--- src/rtl/i2c_slv.sv ---
module i2c_slv (
  input  logic       clk,
  input  logic       rst_n,
  input  logic       en,
  input  logic [3:0] mode,
  input  logic [9:0] own_addr,
  input  logic [7:0] tx_data,
  input  logic       rd_buf,
  input  logic       ovf_clr,
  input  logic       irq_clr,
  input  logic       scl_i,
  input  logic       sda_i,
  output logic       scl_oe,
  output logic       sda_oe,
  output logic [7:0] rx_data,
  output logic       buf_full,
  output logic       ovf,
  output logic       data_flag,
  output logic       start_flag,
  output logic       stop_flag,
  output logic       irq
);

  localparam logic [3:0] M_S7   = 4'b0110;
  localparam logic [3:0] M_S10  = 4'b0111;
  localparam logic [3:0] M_S7I  = 4'b1110;
  localparam logic [3:0] M_S10I = 4'b1111;
  localparam logic [3:0] M_BUS  = 4'b1011;

  typedef enum logic [3:0] {
    ST_IDLE, ST_ADDR, ST_ADDR2, ST_RX, ST_ACK, ST_HOLD, ST_TX, ST_TXACK, ST_WAIT
  } st_t;

  st_t        st, nxt, dec_nxt;
  logic [2:0] scl_q, sda_q, bitcnt;
  logic [7:0] sr;
  logic [6:0] txsr;
  logic       slot, ack_q, ld_q, evt_q, ovs_q, dat_q, m10;
  logic       dec_ack, dec_ld, dec_evt, dec_ovs, dec_m10;

  wire slave_on = en && (mode == M_S7 || mode == M_S10 || mode == M_S7I || mode == M_S10I);
  wire ss_irq   = en && (mode == M_S7I || mode == M_S10I || mode == M_BUS);
  wire det_on   = slave_on || ss_irq;
  wire ten      = mode[0];

  wire scl_s     = scl_q[1];
  wire sda_s     = sda_q[1];
  wire scl_rise  = scl_s & ~scl_q[2];
  wire scl_fall  = ~scl_s & scl_q[2];
  wire start_c   = scl_s & scl_q[2] & sda_q[2] & ~sda_s;
  wire stop_c    = scl_s & scl_q[2] & ~sda_q[2] & sda_s;
  wire [7:0] byte_in = {sr[6:0], sda_s};
  wire rx_ok     = !buf_full && !ovf;

  always_comb begin
    dec_ack = 1'b0;
    dec_ld  = 1'b0;
    dec_evt = 1'b0;
    dec_ovs = 1'b0;
    dec_m10 = 1'b0;
    dec_nxt = ST_WAIT;
    case (st)
      ST_ADDR: begin
        if (ten) begin
          if (byte_in[7:3] == 5'b11110 && byte_in[2:1] == own_addr[9:8]) begin
            if (!byte_in[0]) begin
              dec_ack = rx_ok;
              dec_ld  = rx_ok;
              dec_evt = 1'b1;
              dec_ovs = buf_full;
              dec_nxt = rx_ok ? ST_ADDR2 : ST_WAIT;
            end else if (m10) begin
              dec_ack = 1'b1;
              dec_evt = 1'b1;
              dec_nxt = ST_HOLD;
            end
          end
        end else if (byte_in[7:1] == own_addr[6:0] && byte_in[7:1] != 7'd0) begin
          if (!byte_in[0]) begin
            dec_ack = rx_ok;
            dec_ld  = rx_ok;
            dec_evt = 1'b1;
            dec_ovs = buf_full;
            dec_nxt = rx_ok ? ST_RX : ST_WAIT;
          end else begin
            dec_ack = 1'b1;
            dec_evt = 1'b1;
            dec_nxt = ST_HOLD;
          end
        end
      end
      ST_ADDR2: begin
        if (byte_in == own_addr[7:0]) begin
          dec_ack = rx_ok;
          dec_ld  = rx_ok;
          dec_evt = 1'b1;
          dec_ovs = buf_full;
          dec_m10 = rx_ok;
          dec_nxt = rx_ok ? ST_RX : ST_WAIT;
        end
      end
      ST_RX: begin
        dec_ack = rx_ok;
        dec_ld  = rx_ok;
        dec_evt = 1'b1;
        dec_ovs = buf_full;
        dec_nxt = ST_RX;
      end
      default: ;
    endcase
  end

  always_ff @(posedge clk or negedge rst_n) begin
    if (!rst_n) begin
      scl_q      <= 3'b111;
      sda_q      <= 3'b111;
      st         <= ST_IDLE;
      nxt        <= ST_IDLE;
      bitcnt     <= 3'd0;
      sr         <= 8'd0;
      txsr       <= 7'd0;
      slot       <= 1'b0;
      ack_q      <= 1'b0;
      ld_q       <= 1'b0;
      evt_q      <= 1'b0;
      ovs_q      <= 1'b0;
      dat_q      <= 1'b0;
      m10        <= 1'b0;
      scl_oe     <= 1'b0;
      sda_oe     <= 1'b0;
      rx_data    <= 8'd0;
      buf_full   <= 1'b0;
      ovf        <= 1'b0;
      data_flag  <= 1'b0;
      start_flag <= 1'b0;
      stop_flag  <= 1'b0;
      irq        <= 1'b0;
    end else begin
      scl_q <= {scl_q[1:0], scl_i};
      sda_q <= {sda_q[1:0], sda_i};
      if (rd_buf)  buf_full <= 1'b0;
      if (ovf_clr) ovf      <= 1'b0;
      if (irq_clr) irq      <= 1'b0;
      if (ss_irq && (start_c || stop_c)) irq <= 1'b1;
      if (det_on && start_c) begin
        start_flag <= 1'b1;
        stop_flag  <= 1'b0;
      end
      if (det_on && stop_c) begin
        stop_flag  <= 1'b1;
        start_flag <= 1'b0;
      end
      if (!slave_on) begin
        st     <= ST_IDLE;
        sda_oe <= 1'b0;
        scl_oe <= 1'b0;
        slot   <= 1'b0;
        m10    <= 1'b0;
      end else if (start_c) begin
        st     <= ST_ADDR;
        bitcnt <= 3'd0;
        slot   <= 1'b0;
        sda_oe <= 1'b0;
        scl_oe <= 1'b0;
      end else if (stop_c) begin
        st     <= ST_IDLE;
        sda_oe <= 1'b0;
        scl_oe <= 1'b0;
        m10    <= 1'b0;
      end else begin
        case (st)
          ST_ADDR, ST_ADDR2, ST_RX: begin
            if (scl_rise) begin
              sr     <= byte_in;
              bitcnt <= bitcnt + 3'd1;
              if (bitcnt == 3'd7) begin
                st    <= ST_ACK;
                ack_q <= dec_ack;
                ld_q  <= dec_ld;
                evt_q <= dec_evt;
                ovs_q <= dec_ovs;
                dat_q <= (st == ST_RX);
                nxt   <= dec_nxt;
                if (dec_m10) m10 <= 1'b1;
              end
            end
          end
          ST_ACK: begin
            if (scl_fall) begin
              if (!slot) begin
                slot   <= 1'b1;
                sda_oe <= ack_q;
              end else begin
                slot   <= 1'b0;
                sda_oe <= 1'b0;
                bitcnt <= 3'd0;
                st     <= nxt;
                if (ld_q) begin
                  rx_data   <= sr;
                  buf_full  <= 1'b1;
                  data_flag <= dat_q;
                end
                if (evt_q) irq <= 1'b1;
                if (ovs_q) ovf <= 1'b1;
                if (nxt == ST_HOLD) scl_oe <= 1'b1;
              end
            end
          end
          ST_HOLD: begin
            if (!irq) begin
              scl_oe <= 1'b0;
              txsr   <= tx_data[6:0];
              sda_oe <= ~tx_data[7];
              bitcnt <= 3'd0;
              st     <= ST_TX;
            end
          end
          ST_TX: begin
            if (scl_fall) begin
              if (bitcnt == 3'd7) begin
                sda_oe <= 1'b0;
                st     <= ST_TXACK;
              end else begin
                sda_oe <= ~txsr[6];
                txsr   <= {txsr[5:0], 1'b0};
                bitcnt <= bitcnt + 3'd1;
              end
            end
          end
          ST_TXACK: begin
            if (scl_rise) ack_q <= ~sda_s;
            else if (scl_fall) begin
              if (ack_q) begin
                st     <= ST_HOLD;
                scl_oe <= 1'b1;
                irq    <= 1'b1;
              end else begin
                st <= ST_WAIT;
              end
            end
          end
          default: ;
        endcase
      end
    end
  end

endmodule

--- config.mk ---
export PLATFORM = sky130hd
export DESIGN_NAME = i2c_slv
export DESIGN_NICKNAME = d
export VERILOG_FILES = /design/src/rtl/i2c_slv.sv
export SDC_FILE = /design/constraint.sdc
export NUM_CORES = 1
export LEC_CHECK = 0
export BUFFER_PORTS_ARGS = -buffer_cell sky130_fd_sc_hd__buf_2
export CORE_ASPECT_RATIO = 0.9
export CORE_MARGIN = 2
export CORE_UTILIZATION = 52
export CTS_CLUSTER_DIAMETER = 200
export CTS_CLUSTER_SIZE = 40
export DETAILED_ROUTE_END_ITERATION = 6
export PLACE_DENSITY_LB_ADDON = 0.08
export SLEW_MARGIN = 25
export SYNTH_ARGS = -nofsm -noshare
export SYNTH_HDL_FRONTEND = slang
export SYNTH_SLANG_ARGS = --single-unit
--- constraint.sdc ---
create_clock -name clk -period 2 [get_ports clk]
set_input_delay 0.2 -clock clk [delete_from_list [all_inputs] [get_ports clk]]
set_output_delay 0.2 -clock clk [all_outputs]
set_load 0.01 [all_outputs]
==> metrics.yaml <==
status: "complete, no violations"
grt_first_pass_wirelength_mm: 12.5
rsz0062_at_grt: "no"
vias: 2617
timing.rr.start: "scl_q[2]"
cts-root-buf: "clkbuf_8"
p_leak_nw: 1.76
slew_viol_final: 0
antenna_found_initial: 0
gr-usage-all-layers_pct: 23.8
core_um2: 5730
multi_input_area_um2: 1620
path_max_fanout: 9
yosysWarnings: 0
dieWidth_um: 85.4
drt_iter0_drc: 218
clock_sinks: 55
rr_worst_depth: 5
maxSlewHeadroom_pct: 72.2
synth_ff_type: "dfrtp_1"
fin_setup_tns_ns: 0
clockBufferDepth: 2
pre_cts_ws_ns: 0.0443
first_global_vias: 2579
syn_area_um2: 3100
start_util_pct: 54.2
ir_drop_uv: 540
post-route-period-util_pct: 94.2
layout.cells.non_filler: 455
cts_max_level: 2
hold_violations: 0
design_area_um2: 3730
maxCapViolCount: 0
synthCells: 319
portBuffers: 45
netlist_top_cells_area: "dfrtp_1 (40%), mux2_2 (6.2%), dfstp_2 (5.1%)"
gp_congestion: 0.934
period_needed_ns: 1.88
cp_data_required_time_ns: 2.20
seq_area_um2: 1390
fp-row-count: 26
postPlaceCellArea_um2: 3520
cp-start-kind: "flip-flop"
fill_cells: 485
grt_max_degree: 23
grt_overflow_total: 0
syn_to_final_growth_pct: 20.1
p_per_area_nw_per_um2: 614
final_layout_size_suffix_gt1_share_pct: 32.5
placedCellCount: 443
ys_seq_area_share_pct: 44.6
die_area_um2: 6600
worstHoldPathType: "in2reg"
finClkSkew_ns: 0.00888
synth_area_per_cell_um2: 9.73
async_flop_share_pct: 100
dieHeight_um: 77.3
vias_per_cell: 5.75
clk_pin_slew_worst_paths_ns: 0.10
cts_buffers: 5
postSynthNetCount: 351
worst_pin_slew_ns: 0.413
setup_viol: 0
hpwl_mm: 5.57
max_freq_mhz: 531
drtAntennaViolNets: 0
yosys.area.top_type: "dfrtp_1"
cts_tree: "yes"
diodes: 0
io_pins: 46
startpoint: "scl_q[2]"
r2r_end: "st[0]"
worst_ep_arrival_time_ns: 2.08
synth_top_area_share_pct: 39.5
synthDistinctLibCells: 61
avgRoutedWirePerCell_um: 16.1
drcViolationCount: 0
clk_latency_ns: 0.31
wl_mm: 7.31
drt_pass1_iterations: 4
setup.worst_path.class: "reg2reg"
end_kind: "flip-flop"
reg2reg_slack_ns: 0.12
cp-endpoint: "st[0]"
ys_ff_latch: 55
nets: 416
synth-edff-count: 0
worst_slack_ns: 0.117
## layout by cell type (no fill, tap or decap), types with 3 or more instances in the layout
cell type	netlist	final
dlygate4sd3_1	0	3
a31oi_1	3	3
nand4_1	5	5
o21ai_0	23	23
a21oi_1	20	20
nand2b_1	5	5
dfstp_2	6	6
and3_1	4	4
inv_1	13	13
nor3_1	11	11
nor4_1	6	4
buf_4	0	26
o22ai_1	6	6
mux2i_1	9	9
dfrtp_1	49	47
buf_2	12	45
xor2_1	17	17
clkbuf_8	0	5
nor3b_1	4	4
nand2_1	25	25
nand3_1	7	7
mux2_2	17	17
nor2_1	19	19
and2_1	4	4
o21ai_1	3	3
## cells in the mapped netlist (all sizes together) (7+ instances only)
| cell | n |
|---|---|
| dfrtp | 49 |
| nor2 | 20 |
| nand3 | 7 |
| nand2 | 27 |
| mux2i | 9 |
| xor2 | 17 |
| buf | 13 |
| a21oi | 21 |
| inv | 13 |
| nor3 | 13 |
| mux2 | 19 |
| nand2b | 7 |
| o21ai | 28 |
## where the power goes
group | switching [W] | internal [W]
combinational | 0.000135 | 0.000114
sequential | 0.0000321 | 0.00115
clock | 0.000360 | 0.000500
## through the flow
stage	total power, W	hold slack [ns]	utilization [%]
3_5_place_dp	0.00143	0.139	61.5
4_1_cts	0.00229	0.0534	64.4
3_3_place_gp	0.00142	0.133	61.5
5_1_grt	0.00240	0.0657	65.1
2_1_floorplan	0.00132	-0.0956	-
6_report	0.00229	0.0569	65.1
## critical path: stages (launching register included)
cell     delay [ns]
dfstp_2        0.63
and2b_4        0.21
o21ai_0        0.08
a21o_1         0.25
a32oi_2        0.25
mux2_1         0.35
## registers in the layout (all words and copies together), names as in the netlist, 3 cells and up
signal   cells
rx_data      8
st           4
sr           8
scl_q        3
txsr         7
sda_q        3
bitcnt       3
nxt          4
## logic make-up after synthesis
family	after synthesis	synth area share (%)
adders and majority gates	2	0.806
xor gates and xnor gates	19	5.36
muxes	28	9.79
AOI/OAI and AO/OA	75	15.5
DFF	55	44.6
buffers and inverters	29	4.23
and+or+nand+nor	111	19.7
## per-layer routing
metal,part of all wire [%],global-route usage [%]
met2,46,37.0
met4,1.6,6.51
met1,48,34.2
met5,0,0
met3,4.5,4.41
## how the worst min path moves through the flow
stage / start / endpoint / cells past startpoint
after global routing: ovf_clr / ovf / 2
after CTS: ovf_clr / ovf / 2
after global placement: rst_n / txsr[3] / 1
final: ovf_clr / ovf / 2
after detailed placement: rst_n / txsr[3] / 1
after floorplan: rst_n / ack_q / 0
## what timing repair did
action                     CTS  global route
hold buffers                 3             0
hold endpoints to repair    16             0
gates resized for setup      0             7
setup endpoints to repair    0            20
setup buffers                0             1
## area by class of cell
type	instances	share of cell area (%)
multi-input combinational	235	43.5
sequential	55	37.2
timing repair buffer	74	12.1
tap	70	2.35
clock buffer	6	1.95
clock inverter	2	1.61
inverter	13	1.31
No activity file was read; power rests on OpenSTA's default activity.
